$ cat src/rtl/vlat_pkg.sv
package vlat_pkg;
  parameter int REG_W = 5;

  typedef enum logic [1:0] {
    OP_ADD = 2'd0,
    OP_SUB = 2'd1,
    OP_MUL = 2'd2,
    OP_DIV = 2'd3
  } op_e;

  typedef struct packed {
    op_e              op;
    logic [REG_W-1:0] dst;
    logic [REG_W-1:0] src_a;
    logic [REG_W-1:0] src_b;
  } instr_t;

  localparam int INSTR_W = $bits(instr_t);
  localparam int N_FRONT = 3;  // fetch, decode, operand read
  localparam int N_PROD  = 2;  // producers still pending: operand read, execute
endpackage

$ cat src/rtl/vlat_stage_reg.sv
module vlat_stage_reg #(
  parameter int W = 8
) (
  input  logic         clk_i,
  input  logic         rst_ni,
  input  logic         load_i,
  input  logic         clear_i,
  input  logic [W-1:0] d_i,
  output logic         v_o,
  output logic [W-1:0] q_o
);
  always_ff @(posedge clk_i or negedge rst_ni) begin
    if (!rst_ni) begin
      v_o <= 1'b0;
      q_o <= '0;
    end else if (load_i) begin
      v_o <= 1'b1;
      q_o <= d_i;
    end else if (clear_i) begin
      v_o <= 1'b0;
    end
  end
endmodule

$ cat src/rtl/vlat_exec_unit.sv
module vlat_exec_unit #(
  parameter int W     = 5,
  parameter int CNT_W = 3
) (
  input  logic             clk_i,
  input  logic             rst_ni,
  input  logic             load_i,
  input  logic [W-1:0]     d_i,
  input  logic [CNT_W-1:0] lat_i,
  output logic             v_o,
  output logic [W-1:0]     q_o,
  output logic             done_o
);
  logic [CNT_W-1:0] cnt_q;

  assign done_o = v_o && (cnt_q == CNT_W'(1));

  always_ff @(posedge clk_i or negedge rst_ni) begin
    if (!rst_ni) begin
      v_o   <= 1'b0;
      q_o   <= '0;
      cnt_q <= '0;
    end else if (load_i) begin
      v_o   <= 1'b1;
      q_o   <= d_i;
      cnt_q <= lat_i;
    end else if (done_o) begin
      v_o <= 1'b0;
    end else if (v_o) begin
      cnt_q <= cnt_q - CNT_W'(1);
    end
  end
endmodule

$ cat src/rtl/vlat_raw_check.sv
module vlat_raw_check
  import vlat_pkg::*;
#(
  parameter int NP = N_PROD
) (
  input  logic [NP-1:0]    busy_i,
  input  logic [REG_W-1:0] dst_i [NP],
  input  logic [REG_W-1:0] src_a_i,
  input  logic [REG_W-1:0] src_b_i,
  output logic             hz_o
);
  logic [NP-1:0] hit;

  for (genvar p = 0; p < NP; p++) begin : g_prod
    assign hit[p] = busy_i[p] && ((dst_i[p] == src_a_i) || (dst_i[p] == src_b_i));
  end

  assign hz_o = |hit;
endmodule

$ cat src/rtl/vlat_pipe_ctl.sv
module vlat_pipe_ctl
  import vlat_pkg::*;
#(
  parameter int LAT_ADD = 1,
  parameter int LAT_MUL = 3,
  parameter int LAT_DIV = 6,
  parameter int CYC_W   = 32
) (
  input  logic             clk_i,
  input  logic             rst_ni,
  input  logic             instr_valid_i,
  output logic             instr_ready_o,
  input  logic [1:0]       instr_op_i,
  input  logic [REG_W-1:0] instr_dst_i,
  input  logic [REG_W-1:0] instr_src_a_i,
  input  logic [REG_W-1:0] instr_src_b_i,
  output logic [4:0]       occ_o,
  output logic [3:0]       hold_o,
  output logic             unit_stall_o,
  output logic             raw_stall_o,
  output logic             retire_o,
  output logic [REG_W-1:0] retire_dst_o,
  output logic [CYC_W-1:0] cycle_o
);
  localparam int LAT_A = (LAT_ADD > LAT_MUL) ? LAT_ADD : LAT_MUL;
  localparam int LAT_MAX = (LAT_A > LAT_DIV) ? LAT_A : LAT_DIV;
  localparam int CNT_W = $clog2(LAT_MAX + 1);

  instr_t in_d;
  assign in_d = '{op: op_e'(instr_op_i), dst: instr_dst_i,
                  src_a: instr_src_a_i, src_b: instr_src_b_i};

  // front stages: fetch, decode, operand read
  logic [N_FRONT-1:0] fr_v, fr_load, fr_clear;
  logic [INSTR_W-1:0] fr_d   [N_FRONT];
  logic [INSTR_W-1:0] fr_raw [N_FRONT];
  instr_t             fr_q   [N_FRONT];

  logic in_fire, if_go, id_go, of_go;
  logic if_free, id_free, of_free;
  logic ex_v, ex_done, ex_free;
  logic [REG_W-1:0] ex_dst;
  logic [CNT_W-1:0] ex_lat;
  logic raw_hz;
  logic wb_v;
  logic [REG_W-1:0] wb_dst;

  for (genvar k = 0; k < N_FRONT; k++) begin : g_front
    if (k == 0) begin : g_head
      assign fr_d[k] = in_d;
    end else begin : g_link
      assign fr_d[k] = fr_q[k-1];
    end
    vlat_stage_reg #(.W(INSTR_W)) u_stg (
      .clk_i  (clk_i),
      .rst_ni (rst_ni),
      .load_i (fr_load[k]),
      .clear_i(fr_clear[k]),
      .d_i    (fr_d[k]),
      .v_o    (fr_v[k]),
      .q_o    (fr_raw[k])
    );
    assign fr_q[k] = instr_t'(fr_raw[k]);
  end

  // advance chain, back to front
  assign ex_free = !ex_v || ex_done;
  assign of_go   = fr_v[2] && ex_free;
  assign of_free = !fr_v[2] || of_go;
  assign id_go   = fr_v[1] && of_free && !raw_hz;
  assign id_free = !fr_v[1] || id_go;
  assign if_go   = fr_v[0] && id_free;
  assign if_free = !fr_v[0] || if_go;
  assign in_fire = instr_valid_i && if_free;

  assign fr_load  = {id_go, if_go, in_fire};
  assign fr_clear = {of_go, id_go, if_go};

  // dependency check against operand read and unfinished execute
  logic [N_PROD-1:0] prod_busy;
  logic [REG_W-1:0]  prod_dst [N_PROD];
  assign prod_busy   = {ex_v && !ex_done, fr_v[2]};
  assign prod_dst[0] = fr_q[2].dst;
  assign prod_dst[1] = ex_dst;

  vlat_raw_check #(.NP(N_PROD)) u_raw (
    .busy_i (prod_busy),
    .dst_i  (prod_dst),
    .src_a_i(fr_q[1].src_a),
    .src_b_i(fr_q[1].src_b),
    .hz_o   (raw_hz)
  );

  always_comb begin
    case (fr_q[2].op)
      OP_MUL:  ex_lat = CNT_W'(LAT_MUL);
      OP_DIV:  ex_lat = CNT_W'(LAT_DIV);
      default: ex_lat = CNT_W'(LAT_ADD);
    endcase
  end

  vlat_exec_unit #(.W(REG_W), .CNT_W(CNT_W)) u_ex (
    .clk_i (clk_i),
    .rst_ni(rst_ni),
    .load_i(of_go),
    .d_i   (fr_q[2].dst),
    .lat_i (ex_lat),
    .v_o   (ex_v),
    .q_o   (ex_dst),
    .done_o(ex_done)
  );

  // writeback always drains after one cycle
  vlat_stage_reg #(.W(REG_W)) u_wb (
    .clk_i  (clk_i),
    .rst_ni (rst_ni),
    .load_i (ex_done),
    .clear_i(1'b1),
    .d_i    (ex_dst),
    .v_o    (wb_v),
    .q_o    (wb_dst)
  );

  logic [CYC_W-1:0] cyc_q;
  always_ff @(posedge clk_i or negedge rst_ni) begin
    if (!rst_ni) cyc_q <= '0;
    else         cyc_q <= cyc_q + CYC_W'(1);
  end

  assign instr_ready_o = if_free;
  assign occ_o         = {wb_v, ex_v, fr_v};
  assign hold_o        = {ex_v && !ex_done, fr_v[2] && !of_go,
                          fr_v[1] && !id_go, fr_v[0] && !if_go};
  assign unit_stall_o  = fr_v[2] && !ex_free;
  assign raw_stall_o   = fr_v[1] && raw_hz;
  assign retire_o      = wb_v;
  assign retire_dst_o  = wb_dst;
  assign cycle_o       = cyc_q;
endmodule

$ cat config.mk
export PLATFORM = sky130hd
export DESIGN_NAME = vlat_pipe_ctl
export DESIGN_NICKNAME = d
export VERILOG_FILES = /design/src/rtl/vlat_pkg.sv /design/src/rtl/vlat_stage_reg.sv /design/src/rtl/vlat_exec_unit.sv /design/src/rtl/vlat_raw_check.sv /design/src/rtl/vlat_pipe_ctl.sv
export SDC_FILE = /design/constraint.sdc
export NUM_CORES = 1
export LEC_CHECK = 0
export BUFFER_PORTS_ARGS = -buffer_cell sky130_fd_sc_hd__buf_2
export CAP_MARGIN = 5
export CELL_PAD_IN_SITES_DETAIL_PLACEMENT = 0
export CELL_PAD_IN_SITES_GLOBAL_PLACEMENT = 1
export CORE_UTILIZATION = 36
export DETAILED_ROUTE_END_ITERATION = 7
export GPL_TIMING_DRIVEN = 0
export PLACE_DENSITY_LB_ADDON = 0.1
export SYNTH_ARGS = -nofsm -noshare
export SYNTH_HDL_FRONTEND = slang
export SYNTH_SLANG_ARGS = --single-unit
$ cat constraint.sdc
create_clock -name clk_i -period 4.11 [get_ports clk_i]
set_input_delay 0.2055 -clock clk_i [delete_from_list [all_inputs] [get_ports clk_i]]
set_output_delay 0.2055 -clock clk_i [all_outputs]
set_load 0.005 [all_outputs]
## After elaboration in Yosys (flattened, before gate mapping)

Cells that the tools add are included.

| storage, ports and cells | value |
|---|---|
| bits in registers | 101 |
| bits in latches | 0 |
| RAM bits | 0 |
| memory bits (read-only) | 0 |
| input port bits | 20 |
| output and inout port bits | 50 |
| logic and storage cells | 72 |
| memories | 0 |

| operators by class | value |
|---|---|
| add/subtract/negate cells | 2 |
| $mul | 0 |
| div/mod/pow operators | 0 |
| magnitude comparators | 0 |
| eq/ne operators | 8 |
| shifts and indexed selects | 0 |
| mux-type cells | 13 |
| bitwise gates (word level) | 0 |
| reduce and logical (&&, ||, !) cells | 37 |

Operator list:

| kind | number |
|---|---|
| 32-bit by 1-bit adder with 32-bit output, second input constant | 1 |
| 5-bit == test | 4 |
| 1-bit logical AND | 14 |
| 1-bit zero test | 10 |
| 2-bit nonzero test | 5 |
| 1-bit 2-to-1 mux | 9 |
| 3-bit 2-to-1 mux | 3 |
| 1-bit logical OR | 6 |
| 3-bit one-hot mux with 2 select lines | 1 |
| 2-bit == test, second input constant | 2 |
| 3-bit by 1-bit == test with 1-bit output, second input constant | 1 |
| 3-bit by 1-bit subtractor with 3-bit output, second input constant | 1 |
| 2-bit inequality test, second input constant | 1 |
| 2-bit AND reduction | 1 |
| 2-bit OR reduction | 1 |

## Logic depth before layout (Yosys ltp)

| depth | value |
|---|---|
| depth after elaboration | 13 |
| gate-level depth with buffers | 9 |
| gate-level depth less buffers | 7 |

## Modules after synthesis

Synthesis repeated with hierarchy kept, for this count alone.

| unflattened totals | value |
|---|---|
| cell total of the unflattened synthesis | 343 |
| area total of the unflattened synthesis | 4650.7 um2 |

By module, submodules not included:

| module | instances | cells each | area each (um2) | seq. area each (um2) |
|---|---|---|---|---|
| vlat_stage_reg at g_front[0].u_stg ... | 3 | 39 | 719.4 | 450.4 |
| vlat_pipe_ctl | 1 | 149 | 1575.3 | 800.8 |
| vlat_exec_unit | 1 | 34 | 425.4 | 225.2 |
| vlat_stage_reg at u_wb | 1 | 14 | 249.0 | 150.1 |
| vlat_raw_check | 1 | 29 | 242.7 | 0.0 |

## Worst setup path after synthesis

No wires, ideal clock.

| timing path | value |
|---|---|
| path kind | flip-flop to flip-flop |
| from | register u_ex.cnt_q[1] |
| to | register g_front[2].u_stg.q_o[10] |
| setup time | 0.125 ns |
| arrival | 2.160 ns |
| required time | 3.985 ns |
| path slack | 1.825 ns |
| stages on the path, launching flop included | 9 |
| path buffers | 1 |
| clock period less this slack | 2.285 ns |
| path through | dfrtp_1 inv_1 ha_1 nand2b_4 and3_1 a41o_1 or4b_1 buf_6 mux2_4 |

| on the way | value |
|---|---|
| longest elaborated chain between the ends | 8 |
| elaborated cells between the ends (all ways) | 12 |
| classes of those cells | eq/ne (1); reduce/logical (11) |

Ends and longest elaborated chain:

| what | line | text |
|---|---|---|
| from (decl) | vlat_exec_unit.sv:14 | `logic [CNT_W-1:0] cnt_q;` |
| from (signal assigned) | vlat_exec_unit.sv:26 | `cnt_q <= lat_i;` |
| from (signal assigned) | vlat_exec_unit.sv:30 | `cnt_q <= cnt_q - CNT_W'(1);` |
| 3-bit by 1-bit == test with 1-bit output (*) | vlat_exec_unit.sv:16 | `assign done_o = v_o && (cnt_q == CNT_W'(1));` |
| 1-bit logical AND (*) | vlat_exec_unit.sv:16 |  |
| 1-bit zero test | vlat_pipe_ctl.sv:82 | `assign prod_busy = {ex_v && !ex_done, fr_v[2]};` |
| 1-bit logical AND | vlat_pipe_ctl.sv:82 |  |
| 1-bit logical AND | vlat_raw_check.sv:15 | `assign hit[p] = busy_i[p] && ((dst_i[p] == src_a_i) \|\| (dst_i[p] == src_b_i));` |
| 2-bit OR reduction | vlat_raw_check.sv:18 | `assign hz_o = \|hit;` |
| 1-bit zero test | vlat_pipe_ctl.sv:70 | `assign id_go = fr_v[1] && of_free && !raw_hz;` |
| 1-bit logical AND (*) | vlat_pipe_ctl.sv:70 |  |
| to (signal assigned) | vlat_stage_reg.sv:18 | `q_o <= d_i;` |
| to (decl) | vlat_stage_reg.sv:10 | `output logic [W-1:0] q_o` |

Mark *: on every way between the ends. The rest lies on a longest branch, timed or not.
A chain may end at the register's enable or synchronous reset.

## Worst setup path in the final report

| timing path | value |
|---|---|
| from | register u_ex.cnt_q[0] |
| to | output port instr_ready_o |

| on the way | value |
|---|---|
| longest elaborated chain between the ends | 11 |
| elaborated cells between the ends (all ways) | 15 |
| classes of those cells | eq/ne (1); reduce/logical (14) |

Ends and longest elaborated chain:

| what | line | text |
|---|---|---|
| 3-bit by 1-bit == test with 1-bit output (*) | vlat_exec_unit.sv:16 |  |
| 1-bit logical AND (*) | vlat_exec_unit.sv:16 |  |
| 1-bit zero test | vlat_pipe_ctl.sv:82 |  |
| 1-bit logical AND | vlat_pipe_ctl.sv:82 |  |
| 1-bit logical AND | vlat_raw_check.sv:15 |  |
| 2-bit OR reduction | vlat_raw_check.sv:18 |  |
| 1-bit zero test | vlat_pipe_ctl.sv:70 |  |
| 1-bit logical AND (*) | vlat_pipe_ctl.sv:70 |  |
| 1-bit logical OR (*) | vlat_pipe_ctl.sv:71 | `assign id_free = !fr_v[1] \|\| id_go;` |
| 1-bit logical AND (*) | vlat_pipe_ctl.sv:72 | `assign if_go = fr_v[0] && id_free;` |
| 1-bit logical OR (*) | vlat_pipe_ctl.sv:73 | `assign if_free = !fr_v[0] \|\| if_go;` |
| to (decl) | vlat_pipe_ctl.sv:12 | `output logic instr_ready_o,` |

Marks and branches as above.

==> reports/metrics.cfg <==
[outcome]
status=finished, final reports clean

[power]
p_leak_nw=2.576
p_per_area_mw_per_mm2=787.2
ir_drop_v=0.0002839

[yosys]
synth-simple-area-share=0.1864
ys_ff_latch=91
synth_compound_area_frac=0.1342
synthAdderAreaFrac=0.007833
synth_xor_area_frac=0.09138
synth_top_area_frac=0.4752
synth.avg_cell_area_um2=10.05
synth_cell_types=39
synth.largest_area_cell=dfrtp_1
synth_commonest_cells=dfrtp_1 (91), nand2_1 (52), o311ai_0 (34)
yosys_warnings=0
synth.net_count=500
synthCells=477
synthFlopType=dfrtp_1
ys_seq_area_frac=0.4752
async_flop_share=1.000
synth_top_family_by_area=simple AND/OR/NAND/NOR gates
synth_mux_area_frac=0.04778
synth.cell_area_mm2=0.004792
synth_most_common_cell=dfrtp_1
synth-edff-count=0
ys_top_cells_by_area=dfrtp_1 (48%), o311ai_0 (6.2%), xnor2_1 (5.3%)

[worst_setup_path]
rr_worst_depth=7
cp-endpoint=instr_ready_o
path_max_fanout=10
rrSetupSlack_ns=1.48
cp.depth=8
cp.required_ns=3.90
arrival_ns=2.78
crit_type=register to output port
cpMaxStageDelayCell=o22ai_1
slowest_delay_ns=0.75
crit_path_end_kind=output port
cp.buffers_inverters=3
startpoint=u_ex.cnt_q[0]
r2r_start=g_front[1].u_stg.q_o[9]
timing.rr.end=g_front[1].u_stg.q_o[11]
cp_cell_sequence=ha_1 > nand2b_4 > nand3_1 > o22ai_1 > o31a_1 > clkbuf_1 > inv_1 > buf_2
critPathLaunchType=register
critical-path-top-delay-family=compound AO/OA/AOI/OAI gates

[drt]
drc=0
ant_nets=0
dr_total_vias=3902
drt_iter0_drc=419
via_per_inst=5.302
wire_per_inst_um=16.40
dr.pass1.iters=6
wirelength_mm=12.07

[global_route]
use_met2=0.2633
grt_overflow_total=0
grtUsageMet1=0.2727
grt_pass1_vias=3740
top_usage_layer=met1
grt_pass1_wl_mm=20.18
grt_max_degree=50
antenna_found_initial=0
grt_usage=0.1839
grt_util_met3=0.03113

[final_layout]
nets=582
diodes=0
area_delta_synth_final_pct=18.80
final_util=0.4457
final_layout_size_suffix_gt1_frac=0.2021
fill_cells=1271

[timing]
fmax_mhz=334.8
hold_viol_final=0
skew_ns=0.01095
whs_ns=0.06676
rsz0062_at_grt=no
finalSetupViolCount=0
fin_crit_ns=2.987
setup_tns_ns=0
tightest_slew_ns=0.9397
finalCritPeriodShare=0.7267
setup_ws_ns=1.123
slew_violations=0
slew_headroom=0.3735

[placed_design]
port_buffers=69
gp_congestion=0.7654
dp_hpwl_mm=8.568
dpl_worst_slack_ns=1.472

[clocking]
clockRootBuffer=clkbuf_16
path_clk_slew_ns=0.07
numCtsBuffers=9
numClockSinks=91
clk_path_buf_depth=2
cts_tree=built
cts_resized=0
clock_latency_ns=0.35
cts_setup_buffers=0
cts_max_level=3

[min_path]
hold_path.class=input port to register

[die]
core_area_mm2=0.01277
rows=41
initial_utilization=0.3752
die_y_um=117.4
die_w_um=117.4
dieArea_mm2=0.01378
io-pin-count=70

[job]
cap_violations=0

==> stage by stage <==
stage / cell area (um2) / cells / total power, mW
6_report: 5693 / 736 / 4.481
5_1_grt: 5693 / 736 / 4.829
4_1_cts: 5693 / 736 / 4.512
3_5_place_dp: 5383 / 719 / 3.641
3_3_place_gp: 5353 / 718 / 3.591
2_1_floorplan: 4792 / 477 / 3.009
==> state kept, by name (all words and copies together), names as in the netlist <==
name	count
g_front.u_stg.q_o	41
cycle_o	32
g_front.u_stg.v_o	3
u_ex.cnt_q	3
u_wb.v_o	1
u_ex.q_o	5
u_ex.v_o	1
u_wb.q_o	5
==> placed cells by master, fill, tap and decap left out, types with 2 or more instances in the layout <==
cell type / synthesis / final
and4_1: 3 / 3
and2_1: 22 / 22
nand3_1: 33 / 33
dfrtp_1: 91 / 91
or2_2: 2 / 2
clkbuf_16: 0 / 9
a222oi_1: 17 / 17
xor2_1: 21 / 21
o21ai_0: 21 / 21
mux2_4: 7 / 7
o211ai_1: 2 / 2
buf_2: 0 / 68
ha_1: 3 / 3
nand4_1: 10 / 10
nor2_1: 14 / 14
clkbuf_1: 28 / 29
inv_6: 0 / 3
nand2_1: 52 / 52
mux2_2: 11 / 11
xnor2_1: 29 / 29
buf_4: 6 / 7
and3_1: 2 / 2
or4_1: 17 / 17
o31a_1: 2 / 2
clkinvlp_4: 0 / 2
nor3_1: 6 / 6
or3_1: 2 / 2
inv_1: 28 / 28
o311ai_0: 34 / 34
==> worst register-to-register path, cell delays in order, from the launching register on <==
cell and delay, ns:
dfrtp_1 0.44, xnor2_1 0.18, nand3_1 0.12, nor4_2 0.77, buf_1 0.42, clkbuf_1 0.38, o21ai_0 0.14, nand3_1 0.10
==> cells by family (layout without fill, tap and decap cells) <==
family | count (synthesis) | count (layout)
simple gates | 169 | 169
xor+xnor | 50 | 50
compound gates | 81 | 81
fa+ha+maj | 3 | 3
mux | 18 | 18
flops | 91 | 91
buf+inv | 65 | 152
==> what timing repair did <==
action | CTS | global route
hold buffers | 1 | 0
endpoints found under the hold margin | 42 | 0
endpoints found under the setup margin | 0 | 0
==> layout make-up <==
cell class / count / area [um2] / share of cell area
inverter: 29 / 108.9 / 0.01912
timing repair buffer: 71 / 385.4 / 0.06769
clock inverter: 6 / 71.32 / 0.01253
clock buffer: 10 / 229.0 / 0.04022
sequential: 91 / 2277 / 0.4000
multi-input combinational: 321 / 2241 / 0.3936
buffer: 36 / 165.2 / 0.02901
tap: 172 / 215.2 / 0.03780
==> report_power, final <==
group	internal, mW	total, mW	switching, mW
clock	0.478	0.853	0.375
sequential	1.21	1.57	0.356
combinational	0.986	2.06	1.07
==> metal layers <==
| layer | part of all wire | wire length, um |
|---|---|---|
| met5 | 0 | 0 |
| met4 | 0.013 | 161 |
| met3 | 0.043 | 521 |
| met2 | 0.44 | 5289 |
| met1 | 0.51 | 6097 |
==> worst min path at each step <==
stage / endpoint / start / cells past startpoint
6_report: g_front[0].u_stg.v_o / instr_valid_i / 2
5_1_grt: g_front[0].u_stg.v_o / instr_valid_i / 2
4_1_cts: g_front[0].u_stg.v_o / instr_valid_i / 2
3_5_place_dp: g_front[2].u_stg.q_o[15] / rst_ni / 1
3_3_place_gp: g_front[0].u_stg.v_o / instr_valid_i / 2
2_1_floorplan: cycle_o[0] / rst_ni / 0
(Power assumes the default switching activity.)
